$ cat config.mk
export PLATFORM = sky130hd
export DESIGN_NAME = tick_timer_unit
export DESIGN_NICKNAME = d
export VERILOG_FILES = /design/src/rtl/tick_timer_pkg.sv /design/src/rtl/tick_stamp_counter.sv /design/src/rtl/tick_period_counter.sv /design/src/rtl/tick_irq_ctrl.sv /design/src/rtl/tick_timer_unit.sv
export SDC_FILE = /design/constraint.sdc
export NUM_CORES = 1
export LEC_CHECK = 0
export ABC_AREA = 1
export ABC_CLOCK_PERIOD_IN_PS = 1600
export BUFFER_PORTS_ARGS = -buffer_cell sky130_fd_sc_hd__buf_4
export CAP_MARGIN = 20
export CORE_MARGIN = 1.5
export CORE_UTILIZATION = 43
export CTS_CLUSTER_DIAMETER = 40
export CTS_CLUSTER_SIZE = 10
export DETAILED_ROUTE_END_ITERATION = 10
export GPL_TIMING_DRIVEN = 0
export PLACE_DENSITY_LB_ADDON = 0.08
export SETUP_SLACK_MARGIN = 0.1
export SYNTH_ARGS = -nofsm -noshare
export SYNTH_HDL_FRONTEND = slang
export SYNTH_SLANG_ARGS = --single-unit
export TNS_END_PERCENT = 30
$ cat constraint.sdc
create_clock -name clk -period 1.6 [get_ports clk]
set_input_delay 0.32 -clock clk [delete_from_list [all_inputs] [get_ports clk]]
set_output_delay 0.32 -clock clk [all_outputs]
set_load 0.005 [all_outputs]
$ cat src/rtl/tick_timer_pkg.sv
package tick_timer_pkg;

  localparam int REG_ADDR_W = 3;

  typedef enum logic [REG_ADDR_W-1:0] {
    RA_RELOAD = 3'd0,
    RA_CTRL   = 3'd1,
    RA_LIVE   = 3'd2,
    RA_STAMP  = 3'd3,
    RA_IRQEN  = 3'd4,
    RA_IRQST  = 3'd5,
    RA_IRQCLR = 3'd6,
    RA_SPARE  = 3'd7
  } reg_addr_e;

  typedef enum logic [1:0] {
    OP_HALT = 2'b00,
    OP_LOAD = 2'b01,
    OP_RUN  = 2'b10,
    OP_NONE = 2'b11
  } timer_op_e;

endpackage

$ cat src/rtl/tick_stamp_counter.sv
module tick_stamp_counter #(
  parameter int STAMP_W = 32
) (
  input  logic               clk,
  input  logic               rst,
  output logic [STAMP_W-1:0] stamp_o
);

  logic [STAMP_W-1:0] stamp_q;

  always_ff @(posedge clk) begin
    if (rst) stamp_q <= '0;
    else     stamp_q <= stamp_q + STAMP_W'(1);
  end

  assign stamp_o = stamp_q;

endmodule

$ cat src/rtl/tick_period_counter.sv
module tick_period_counter #(
  parameter int CNT_W = 32
) (
  input  logic             clk,
  input  logic             rst,
  input  logic             load_i,
  input  logic             run_i,
  input  logic             halt_i,
  input  logic [CNT_W-1:0] reload_i,
  output logic [CNT_W-1:0] count_o,
  output logic             running_o,
  output logic             expire_o
);

  logic [CNT_W-1:0] count_q;
  logic             running_q;
  logic             at_end;

  // a count of 1 ends the period; 0 (never loaded) is treated the same
  assign at_end   = (count_q <= CNT_W'(1));
  assign expire_o = running_q && !load_i && at_end;

  always_ff @(posedge clk) begin
    if (rst) begin
      running_q <= 1'b0;
    end else if (halt_i) begin
      running_q <= 1'b0;
    end else if (run_i) begin
      running_q <= 1'b1;
    end
  end

  always_ff @(posedge clk) begin
    if (rst) begin
      count_q <= '0;
    end else if (load_i) begin
      count_q <= reload_i;
    end else if (running_q) begin
      if (at_end) count_q <= reload_i;
      else        count_q <= count_q - CNT_W'(1);
    end
  end

  assign count_o   = count_q;
  assign running_o = running_q;

endmodule

$ cat src/rtl/tick_irq_ctrl.sv
module tick_irq_ctrl (
  input  logic clk,
  input  logic rst,
  input  logic expire_i,
  input  logic ack_i,
  input  logic en_we_i,
  input  logic en_d_i,
  output logic raw_o,
  output logic en_o,
  output logic irq_o
);

  logic raw_q;
  logic en_q;
  logic irq_q;

  always_ff @(posedge clk) begin
    if (rst) begin
      raw_q <= 1'b0;
    end else if (expire_i) begin
      raw_q <= 1'b1;
    end else if (ack_i) begin
      raw_q <= 1'b0;
    end
  end

  always_ff @(posedge clk) begin
    if (rst)          en_q <= 1'b0;
    else if (en_we_i) en_q <= en_d_i;
  end

  always_ff @(posedge clk) begin
    if (rst) irq_q <= 1'b0;
    else     irq_q <= raw_q & en_q;
  end

  assign raw_o = raw_q;
  assign en_o  = en_q;
  assign irq_o = irq_q;

endmodule

$ cat src/rtl/tick_timer_unit.sv
module tick_timer_unit
  import tick_timer_pkg::*;
#(
  parameter int DATA_W  = 32,
  parameter int CNT_W   = 32,
  parameter int STAMP_W = 32
) (
  input  logic                  clk,
  input  logic                  rst,
  input  logic                  wr_en,
  input  logic [REG_ADDR_W-1:0] wr_addr,
  input  logic [DATA_W-1:0]     wr_data,
  input  logic                  rd_en,
  input  logic [REG_ADDR_W-1:0] rd_addr,
  output logic [DATA_W-1:0]     rd_data,
  output logic                  irq_o
);

  localparam int STAT_W = 2;

  logic [CNT_W-1:0]   reload_q;
  logic [CNT_W-1:0]   live_cnt;
  logic [STAMP_W-1:0] stamp_q;
  logic               running;
  logic               expire;
  logic               raw_flag;
  logic               irq_en;
  logic               load_pulse;
  logic               run_pulse;
  logic               halt_pulse;
  logic               ack_pulse;
  logic               en_we;
  logic               ctrl_we;
  timer_op_e          wr_op;
  logic [STAT_W-1:0]  status;
  logic [DATA_W-1:0]  rd_next;

  assign wr_op      = timer_op_e'(wr_data[1:0]);
  assign ctrl_we    = wr_en && (wr_addr == RA_CTRL);
  assign load_pulse = ctrl_we && (wr_op == OP_LOAD);
  assign run_pulse  = ctrl_we && (wr_op == OP_RUN);
  assign halt_pulse = ctrl_we && (wr_op == OP_HALT);
  assign ack_pulse  = wr_en && (wr_addr == RA_IRQCLR) && wr_data[0];
  assign en_we      = wr_en && (wr_addr == RA_IRQEN);

  always_ff @(posedge clk) begin
    if (rst)                                 reload_q <= '0;
    else if (wr_en && wr_addr == RA_RELOAD)  reload_q <= wr_data[CNT_W-1:0];
  end

  tick_stamp_counter #(.STAMP_W(STAMP_W)) u_stamp (
    .clk     (clk),
    .rst     (rst),
    .stamp_o (stamp_q)
  );

  tick_period_counter #(.CNT_W(CNT_W)) u_period (
    .clk       (clk),
    .rst       (rst),
    .load_i    (load_pulse),
    .run_i     (run_pulse),
    .halt_i    (halt_pulse),
    .reload_i  (reload_q),
    .count_o   (live_cnt),
    .running_o (running),
    .expire_o  (expire)
  );

  tick_irq_ctrl u_irq (
    .clk      (clk),
    .rst      (rst),
    .expire_i (expire),
    .ack_i    (ack_pulse),
    .en_we_i  (en_we),
    .en_d_i   (wr_data[0]),
    .raw_o    (raw_flag),
    .en_o     (irq_en),
    .irq_o    (irq_o)
  );

  assign status = {raw_flag, raw_flag & irq_en};

  always_comb begin
    rd_next = '0;
    unique case (reg_addr_e'(rd_addr))
      RA_RELOAD: rd_next = DATA_W'(reload_q);
      RA_CTRL:   rd_next = DATA_W'(running);
      RA_LIVE:   rd_next = DATA_W'(live_cnt);
      RA_STAMP:  rd_next = DATA_W'(stamp_q);
      RA_IRQEN:  rd_next = DATA_W'(irq_en);
      RA_IRQST:  rd_next = DATA_W'(status);
      RA_IRQCLR: rd_next = '0;
      RA_SPARE:  rd_next = '0;
      default:   rd_next = '0;
    endcase
  end

  always_ff @(posedge clk) begin
    if (rst)        rd_data <= '0;
    else if (rd_en) rd_data <= rd_next;
  end

endmodule

; Yosys cells after proc, flatten, opt, wreduce, memory -nomap -nowiden
; Index checks and enable logic that the tools add are counted.
; W data, S select, Z words.
[totals]
ff_bits = 132
wordCells = 48
[classes]
add_sub_neg = 2
magnitude_cmp = 1
n_eq_ne = 12
n_mux = 6
bitwise_logic = 1
n_reduce_logical = 18
[op_table]
columns = op, count
row1 = $pmux W32 S7, 1
row2 = $mux W32, 3
row3 = $add A32 B1 Y32 const B, 1
row4 = $le A32 B1 Y1 const B, 1
row5 = $sub A32 B1 Y32 const B, 1
row6 = $eq A3 B3 Y1 const B, 6
row7 = $logic_and A1 B1 Y1, 10
row8 = $eq A3 B1 Y1 const B, 2
row9 = $eq A3 B2 Y1 const B, 2
row10 = $logic_not A3 Y1, 2
row11 = $reduce_bool A2 Y1, 2
row12 = $reduce_or A2 Y1, 2
row13 = $eq A2 B1 Y1 const B, 1
row14 = $eq A2 B2 Y1 const B, 1
row15 = $logic_not A2 Y1, 1
row16 = $mux W1, 2
row17 = $and A1 B1 Y1, 1
row18 = $logic_not A1 Y1, 1

; Logic depth before layout (Yosys ltp)
; Gate-level depths: netlist (run 1).
[depth]
depth_word = 7
depth_mapped = 12
mapped_depth_nobuf = 12

; Hierarchy
; From an unflattened synthesis (run 1), not the netlist that was laid out.
[unflattened]
cells_unflattened = 1058
area_unflattened_um2 = 7355.8
[by_module_without_submodules]
columns = module, n_inst, cells_each, area_per_inst_um2, seq_area_each_um2
row1 = tick_timer_unit, 1, 391, 3133.0, 1281.2
row2 = tick_period_counter, 1, 403, 2437.3, 660.6
row3 = tick_stamp_counter, 1, 250, 1677.9, 640.6
row4 = tick_irq_ctrl, 1, 14, 107.6, 60.1

; Least setup slack after synthesis (run 1)
; OpenSTA, ideal clock, no wires.
[synth_path]
path_kind = flip-flop to flip-flop
start = register u_period.count_q[0] (netlist: u_period.count_o[0])
end = register u_period.count_q[27] (netlist: u_period.count_o[27])
setup_time_ps = 132
arrival_time_ps = 1456
path_slack_ps = 11
path_stages_with_launch = 12
cell_sequence = dfxtp_1 -> inv_1 -> ha_1 -> nand3_2 -> nand2_2 -> nand2_2 -> nor2_4 -> nor2_4 -> buf_6 -> nand3_1 -> nand2_1 -> a21oi_1
[synth_via]
elab_chain_cells = 4
word_cells_on_any_way = 5
classes_between = add/sub: 1 / order compare: 1 / mux: 3
[synth_rtl]
columns = element, line
row1 = "start, declared", tick_period_counter.sv:15  ; logic [CNT_W-1:0] count_q;
row2 = "start signal, assigned", tick_period_counter.sv:37  ; count_q <= reload_i;
row3 = "start signal, assigned", tick_period_counter.sv:39  ; if (at_end) count_q <= reload_i;
row4 = "start signal, assigned", tick_period_counter.sv:40  ; else count_q <= count_q - CNT_W'(1);
row5 = $sub A32 B1 Y32 or $le A32 B1 Y1 (tied branches), "tick_period_counter.sv:40, tick_period_counter.sv:20"
row6 = $mux W32 *, tick_period_counter.sv:39
row7 = $mux W32 *, tick_period_counter.sv:38  ; end else if (running_q) begin
row8 = $mux W32 *, tick_period_counter.sv:36  ; end else if (load_i) begin
; Every way passes the cells marked *; elsewhere a longest branch is shown, timed or not. The select of a mux whose other input is x is not followed.
; A chain may end at the register's enable or synchronous reset.

; Final worst setup path (run 1)
[layout_path]
start = register u_period.count_q[1] (netlist: u_period.count_o[1])
end = register u_period.count_q[29] (netlist: u_period.count_o[29])
; The elaborated chain is that of the path after synthesis.

==> results of run 1 <==
==> layout make-up <==
type | instances | area share
Buffer | 48 | 0.02908
Tap cell | 216 | 0.02895
Inverter | 113 | 0.04678
Timing Repair Buffer | 109 | 0.09677
Clock inverter | 13 | 0.01943
Multi-Input combinational cell | 729 | 0.4376
Sequential cell | 132 | 0.2939
Clock buffer | 19 | 0.04745
==> placed cells by master, fill, tap and decap left out, types with 16 or more instances in the layout <==
| cell | Yosys | final |
|---|---|---|
| nand2_1 | 238 | 212 |
| buf_4 | 5 | 104 |
| inv_1 | 108 | 100 |
| o21ai_0 | 91 | 86 |
| dfxtp_1 | 132 | 83 |
| nor2_1 | 98 | 78 |
| a21oi_1 | 85 | 75 |
| nand3_1 | 55 | 35 |
| clkbuf_1 | 38 | 33 |
| dfxtp_2 | 0 | 33 |
| a31oi_1 | 32 | 32 |
| a22oi_1 | 30 | 30 |
| nor2_4 | 6 | 26 |
| nand2_2 | 6 | 25 |
| nand3_2 | 2 | 18 |
| clkbuf_16 | 0 | 18 |
| dfxtp_4 | 0 | 16 |
==> registers in the layout, indices dropped and copies added, names as in the netlist <==
register	flops
rd_data	32
reload_q	32
u_irq.en_o	1
u_irq.irq_o	1
u_irq.raw_o	1
u_period.count_o	32
u_period.running_o	1
u_stamp.stamp_o	32
==> metal layers <==
layer | global-route usage | vias up | wire (µm)
li1 | - | 3640 | -
met1 | 0.3893 | 3475 | 10460
met2 | 0.4840 | 245 | 11550
met3 | 0.05078 | 39 | 1525
met4 | 0.09869 | 0 | 548
met5 | 0 | - | 0
==> cell families after synthesis <==
logic type | after synthesis | synth area share
AND/OR/NAND/NOR | 460 | 0.2921
AO/OA/AOI/OAI | 248 | 0.2004
buffers and inverters | 161 | 0.09584
flip-flops | 132 | 0.3834
XOR/XNOR | 18 | 0.02287
adder cells (fa/ha/maj) | 3 | 0.005446
==> metrics by stage <==
step | cell area (µm²) | util | instances
after floorplan | 6909 | - | 1022
after global placement | 7720 | 0.4895 | 1310
after detailed placement | 7720 | 0.4895 | 1310
after CTS | 8931 | 0.5663 | 1372
after global routing | 9335 | 0.5920 | 1379
final | 9335 | 0.5920 | 1379
==> power breakdown <==
part	leakage, nW	switching, W	total (W)	internal, W
registers	1.10	0.000127	0.00352	0.00340
logic	2.36	0.00220	0.00391	0.00171
clock network	0.303	0.00158	0.00422	0.00265
total	3.77	0.00390	0.0117	0.00775
==> timing repair <==
item                                    in CTS  in global routing
pin swaps                                   36                 27
cloned                                       3                  1
buffers inserted                            27                  6
endpoints found under the setup margin      82                 54
resized for setup                          126                 98
==> final timing paths <==
| path | start | endpoint | slack, ps | cells past startpoint |
|---|---|---|---|---|
| setup / recovery | u_period.count_o[1] | u_period.count_o[29] | -140 | 11 |
| hold / removal | wr_data[5] | reload_q[5] | 140 | 3 |
| setup reg to reg | u_period.count_o[1] | u_period.count_o[29] | -140 | 11 |
| hold reg to reg | reload_q[11] | reload_q[11] | 470 | 2 |
==> worst min-delay path: stages <==
cell and delay (ps):
buf_4 70, o21ai_0 70, nor2_1 70
==> flow_metrics.tcl, run 1 <==
set metrics [dict create \
    status "finished, violations left" \
    violations "setup timing" \
    min_path_type "input pin to flop" \
    initial_core_util 0.4371 \
    synth_edf_count 0 \
    path_common_cell "nand2_1" \
    hold_viol 0 \
    yosysTopAreaCell "dfxtp_1" \
    gp_congestion 0.9275 \
    cp_cell_sequence "nor2_1, nand2_1, nor2_2, nand2_1, inv_1, nand2_1, nand2_1, nand2_1, nand2_2, nand3_2, a21oi_2" \
    power_leakage_nw 3.767 \
    route.vias.total 7399 \
    fmax_ghz 0.5751 \
    clock-sinks 132 \
    async_flop_share 0 \
    fin_crit_ps 1739 \
    fp-row-count 46 \
    peakVddDrop_uv 967.0 \
    clock_path_buffers 2 \
    drc 0 \
    regArea_mm2 0.002744 \
    routed_wl_um 24080 \
    core_mm2 0.01577 \
    htree_num_levels 4 \
    start_kind "flop" \
    hold_ws_ps 141.9 \
    grt_pass1_wl_um 36980 \
    relSlewSlack 0.5694 \
    portBuffers 72 \
    seq_area_frac_synth 0.3834 \
    avgSynthCellArea_um2 6.744 \
    fin_nets 1195 \
    area_delta_synth_final_pct 35.43 \
    die_area_mm2 0.01680 \
    worstPathArrival_ps 2090 \
    viasPerCell 5.365 \
    drtIter0Drc 553 \
    grt_pass1_vias 6871 \
    dp.final_hpwl_um 17030 \
    cp_max_fo 5 \
    power.density_mw_per_mm2 1248 \
    cts_hold_buf 0 \
    ys_ff_latch 132 \
    crit_buf_inv 1 \
    antenna_found_initial 0 \
    cts_root_buffer "clkbuf_16" \
    synth.most_common_cell "nand2_1" \
    final_max_slew_viol_count 0 \
    cp_top_family "simple AND/OR/NAND/NOR gates" \
    ant_nets 0 \
    track_usage 0.2936 \
    yosys_warnings 0 \
    max_cap_violations 0 \
    tns_ps -1474 \
    insertion_delay_ps 430 \
    die_h_um 129.6 \
    synth_top_area_frac 0.3834 \
    cts_buffers 17 \
    slowest_stage "dfxtp_4" \
    syn-cell-area_mm2 0.006893 \
    cpPeakStageDelay_ps 360 \
    firstDrtPassIters 5 \
    worst_slack_ps -138.7 \
    synth.area.top_cells "dfxtp_1, nand2_1, o21ai_0" \
    fillers 1525 \
    drive_above_1_share 0.2906 \
    grt-ovfl-total 0 \
    worstSetupPathType "flop to flop" \
    clk_pin_slew_ps 60 \
    multi_input_area_mm2 0.004085 \
    setup_viol 31 \
    period_share 1.087 \
    wl_per_cell_um 17.46 \
    worst_setup_path_end_kind "flop" \
    synthFlopType "dfxtp_1" \
    syn_nets 1067 \
    io_pins 75 \
    skew_ps 7.032 \
    die_x_um 129.6 \
    ys_types 36 \
    synth_common_cells "nand2_1, dfxtp_1, inv_1" \
    grt_start_max_net_pins 17 \
    dp_slack_ps -729.5 \
    cts_tree "yes" \
    required_ps 1950 \
    worst_pin_slew_ps 645.9 \
    netlist_instances 1022 \
    fin_total_pwr_w 0.01165 \
    n_antenna_cell 0 \
    rsz0062_at_grt "true" \
]
(Power assumes the default switching activity.)
==> run 2, diff against run 1 <==
--- a/config.mk
+++ b/config.mk
@@ -6,7 +6,7 @@
 export NUM_CORES = 1
 export LEC_CHECK = 0
 export ABC_AREA = 1
-export ABC_CLOCK_PERIOD_IN_PS = 1600
+export ABC_CLOCK_PERIOD_IN_PS = 2000
 export BUFFER_PORTS_ARGS = -buffer_cell sky130_fd_sc_hd__buf_4
 export CAP_MARGIN = 20
 export CORE_MARGIN = 1.5
==> constraint.sdc (replaced) <==
create_clock -name clk -period 2 [get_ports clk]
set_input_delay 0.4 -clock clk [delete_from_list [all_inputs] [get_ports clk]]
set_output_delay 0.4 -clock clk [all_outputs]
set_load 0.005 [all_outputs]
==> run 2 against run 1 <==
The flow now finishes without violations. Register-to-register slack gained 310 ps. Power decreased by 27%. Clock-buffer cell count is 3 higher. Clock power is 20% lower. Global-route usage decreased by 1.4 points. Sequential cell count unchanged. Non-clock buffer count is 29 lower. Critical path type unchanged. Highest routed layer unchanged.
==> flow_metrics.tcl, run 2 (synthesized netlist as in run 1, its figures left out) <==
set metrics [dict create \
    status "completed" \
    wl_per_cell_um 16.77 \
    worstPathArrival_ps 2180 \
    n_antenna_cell 0 \
    skew_ps 7.896 \
    min_path_type "input pin to flop" \
    grt_pass1_wl_um 35380 \
    clock_path_buffers 2 \
    track_usage 0.2793 \
    dp.final_hpwl_um 17050 \
    drive_above_1_share 0.1589 \
    cts_root_buffer "clkbuf_16" \
    routed_wl_um 22630 \
    die_area_mm2 0.01680 \
    relSlewSlack 0.5676 \
    worstRegToRegCells 11 \
    cts_hold_buf 0 \
    max_cap_violations 0 \
    hold_viol 0 \
    insertion_delay_ps 430 \
    final_cell_mix "nand2_1, dfxtp_1, inv_1" \
    viasPerCell 5.284 \
    route.vias.total 7128 \
    required_ps 2350 \
    r2r-end "u_period.count_o[17]" \
    power.density_mw_per_mm2 1004 \
    gp_congestion 0.9310 \
    hold_depth 3 \
    firstDrtPassIters 5 \
    io_pins 75 \
    grt_start_max_net_pins 17 \
    dp_slack_ps -379.3 \
    die_h_um 129.6 \
    area_delta_synth_final_pct 23.58 \
    cts_buffers 17 \
    fp-row-count 46 \
    fillers 1650 \
    period_share 0.9156 \
    antenna_found_initial 0 \
    worstSetupPathType "flop to flop" \
    hold_ws_ps 224.2 \
    placed_cell_area_mm2 0.007704 \
    start_kind "flop" \
    worst_setup_path_end_kind "flop" \
    rrSetupSlack_ps 170 \
    clock-sinks 132 \
    worst_slack_ps 168.7 \
    fin_util 0.5401 \
    drc 0 \
    fin_crit_ps 1831 \
    layout_commonest_cell "nand2_1" \
    rsz0062_at_grt "true" \
    fin_nets 1166 \
    worst_pin_slew_ps 648.6 \
    cp_max_fo 10 \
    final_area_mm2 0.008518 \
    r2r-start "u_period.count_o[20]" \
    ant_nets 0 \
    setup_viol 0 \
    peakVddDrop_uv 683.5 \
    portBuffers 72 \
    min_to "reload_q[26]" \
    power_leakage_nw 3.466 \
    grt_pass1_vias 6647 \
    grt-ovfl-total 0 \
    cts_tree "yes" \
    die_x_um 129.6 \
    clk_pin_slew_ps 60 \
    final_max_slew_viol_count 0 \
    hold_start "wr_data[26]" \
    initial_core_util 0.4371 \
    htree_num_levels 4 \
    core_mm2 0.01577 \
    drtIter0Drc 578 \
    fmax_ghz 0.5461 \
]
[run 2: through the flow]
stage                     instances  TNS (ps)  power, W
final                          1349         0  0.008551
after global routing           1349         0  0.008986
after CTS                      1341         0  0.008359
after detailed placement       1310    -10210  0.005004
after global placement         1310    -14430  0.005001
after floorplan                1022         0  0.004382
[run 2: worst max-delay path by stage]
stage | start | end | slack [ps] | depth (start not counted)
floorplan | u_period.count_o[0] | u_period.count_o[27] | 410 | 11
global placement | rst | u_period.count_o[8] | -450 | 6
detailed placement | rst | u_period.count_o[8] | -380 | 6
CTS | rst | reload_q[27] | 70 | 6
global route | u_stamp.stamp_o[2] | u_stamp.stamp_o[19] | 20 | 9
finish | u_period.count_o[20] | u_period.count_o[17] | 170 | 11
[run 2: what timing repair did]
| item | 4_1_cts | 5_1_grt |
|---|---|---|
| gates cloned | 0 | 1 |
| endpoints found under the setup margin | 36 | 59 |
| buffers inserted | 0 | 7 |
| pin swaps | 0 | 8 |
| gates resized for setup | 3 | 35 |
[run 2: worst max-delay path, stage by stage (launching register included)]
cell and delay [ps]:
dfxtp_1 360, nor2_1 210, nand2_1 140, inv_1 90, nand3_2 140, nor2_4 180, nor2_4 60, buf_12 140
buf_6 140, nand2_1 80, nand3_1 70, a21oi_1 130
[run 2: report_power, final]
group / internal (W) / switching [W]
logic: 0.000941 / 0.00142
registers: 0.00273 / 0.0000955
clock network: 0.00217 / 0.00119
[run 2: final cells by class]
class	count	area [µm²]	share of cell area
Clock inverter	9	151.4	0.01777
Timing Repair Buffer	80	630.6	0.07403
Buffer	48	244.0	0.02864
Sequential cell	132	2660	0.3123
Multi-Input combinational cell	729	3664	0.4301
Inverter	113	424.2	0.04979
Tap cell	216	270.3	0.03173
Clock buffer	22	474.2	0.05567
[run 2: per-layer routing]
| metal | GRT usage | share of wire | vias to the layer above |
|---|---|---|---|
| li1 | - | - | 3567 |
| met1 | 0.3750 | 0.46 | 3337 |
| met2 | 0.4631 | 0.47 | 187 |
| met3 | 0.05161 | 0.056 | 37 |
| met4 | 0.07190 | 0.016 | 0 |
| met5 | 0 | 0 | - |
==> run 3, diff against run 2 <==
--- a/config.mk
+++ b/config.mk
@@ -11,6 +11,7 @@
 export CAP_MARGIN = 20
 export CORE_MARGIN = 1.5
 export CORE_UTILIZATION = 43
+export CTS_BUF_LIST = sky130_fd_sc_hd__clkbuf_4 sky130_fd_sc_hd__clkbuf_8
 export CTS_CLUSTER_DIAMETER = 40
 export CTS_CLUSTER_SIZE = 10
 export DETAILED_ROUTE_END_ITERATION = 10
==> run 3 against run 2 <==
Fmax is essentially flat. Non-clock buffer count shrank 1. Critical path depth shrank 2. Global-route usage shrank 0.47 points. Clock power shrank 25%. Critical path type unchanged. Largest power group is now registers. Highest routed layer unchanged.
==> flow_metrics.tcl, run 3 (synthesized netlist as in run 1, its figures left out) <==
set metrics [dict create \
    area_delta_synth_final_pct 20.64 \
    max_cap_violations 0 \
    cts_root_buffer "clkbuf_8" \
    skew_ps 8.615 \
    fin_total_pwr_w 0.007731 \
    drtIter0Drc 569 \
    fin_util 0.5273 \
    cts_hold_buf 0 \
    cts_tree "yes" \
    n_antenna_cell 0 \
    layout_commonest_cell "nand2_1" \
    power.density_mw_per_mm2 929.7 \
    clk_pin_slew_ps 80 \
    rsz0062_at_grt "true" \
    cp_max_fo 4 \
    placed_cells 1310 \
    portBuffers 72 \
    setup_viol 0 \
    route.vias.total 7076 \
    hold_ws_ps 187.4 \
    fmax_ghz 0.5457 \
    io_pins 75 \
    viasPerCell 5.249 \
    min_path_type "input pin to flop" \
    cts_buffers 17 \
    status "completed" \
    drive_above_1_share 0.1599 \
    clock-sinks 132 \
    insertion_delay_ps 460 \
    fp-row-count 46 \
    grt-ovfl-total 0 \
    firstDrtPassIters 7 \
    die_area_mm2 0.01680 \
    routed_wl_um 22410 \
    power_leakage_nw 3.387 \
    die_h_um 129.6 \
    hold_viol 0 \
    grt_pass1_vias 6596 \
    period_share 0.9163 \
    gp_congestion 0.9310 \
    required_ps 2330 \
    ant_nets 0 \
    worstSetupPathType "flop to flop" \
    grt_start_max_net_pins 17 \
    grt_pass1_wl_um 34910 \
    clock_path_buffers 2 \
    final_max_slew_viol_count 0 \
    start_kind "flop" \
    wl_per_cell_um 16.62 \
    worst_setup_path_end_kind "flop" \
    initial_core_util 0.4371 \
    htree_num_levels 4 \
    fin_nets 1165 \
    final_cell_mix "nand2_1, dfxtp_1, inv_1" \
    instances_no_fill 1348 \
    antenna_found_initial 0 \
    drc 0 \
    worst_pin_slew_ps 730.1 \
    fin_crit_ps 1833 \
    relSlewSlack 0.5133 \
    track_usage 0.2746 \
    core_mm2 0.01577 \
    die_x_um 129.6 \
    peakVddDrop_uv 552.9 \
    worstPathArrival_ps 2160 \
    rrSetupSlack_ps 170 \
    dp.final_hpwl_um 17050 \
]
==> run 3: cell types whose count changed in the layout (fill, tap and decap cells not counted), moves of 2 or more <==
cell	change
clkbuf_16	-17
clkbuf_8	+17
buf_4	-2
clkbuf_4	+2
dfxtp_4	-2
nor2_2	+2
dfxtp_1	-4
dfxtp_2	+6
==> run 3: timing repair <==
item | in CTS | in global routing
buffers inserted | 0 | 6
gates resized for setup | 3 | 32
endpoints found under the setup margin | 24 | 62
cloned | 0 | 1
pin swaps | 0 | 6
==> run 3: through the flow <==
stage | setup TNS (ps) | instance area, µm² | worst slack [ps]
global route | 0 | 8315 | 47.16
global placement | -14430 | 7704 | -453.0
finish | 0 | 8315 | 167.4
floorplan | 0 | 6893 | 411.4
CTS | 0 | 8153 | 81.55
detailed placement | -10210 | 7704 | -379.3
==> run 3: final timing paths <==
kind,cells past startpoint,end,start
worst max-delay path,9,u_stamp.stamp_o[19],u_stamp.stamp_o[10]
worst min-delay path,3,reload_q[26],wr_data[26]
worst max register to register,9,u_stamp.stamp_o[19],u_stamp.stamp_o[10]
worst min register to register,1,u_stamp.stamp_o[0],u_stamp.stamp_o[0]
==> run 3: cell type report <==
class                   count  area [µm²]
fillers                  1676        7455
multi-input cells         729        3650
flip-flops and latches    132        2660
repair buffers             79       623.1
inverters                 113       424.2
clock buffers              22       290.3
well taps                 216       270.3
plain buffers              48       246.5
clock inverters             9       151.4
==> run 3: worst max-delay path, stage by stage, from the launching register on <==
cell	delay, ps
dfxtp_1	450
nand2_1	150
nor3_1	170
nand2_1	90
nor2_2	200
inv_1	130
nor2_2	150
nand3_1	130
xor2_1	180
nor2_1	50
==> run 3: routing by layer <==
metal / global-route usage / wire length (µm) / vias up
met5: 0 / 0 / -
met4: 0.06732 / 371 / 0
met3: 0.05078 / 1149 / 30
met2: 0.4522 / 10420 / 193
met1: 0.3725 / 10460 / 3287
li1: - / - / 3566
==> run 3: power by group <==
group / leakage [nW] / internal, W / switching (W)
registers: 1.08 / 0.00273 / 0.0000954
clock network: 0.226 / 0.00147 / 0.00107
logic: 2.08 / 0.000949 / 0.00142
total: 3.39 / 0.00515 / 0.00258
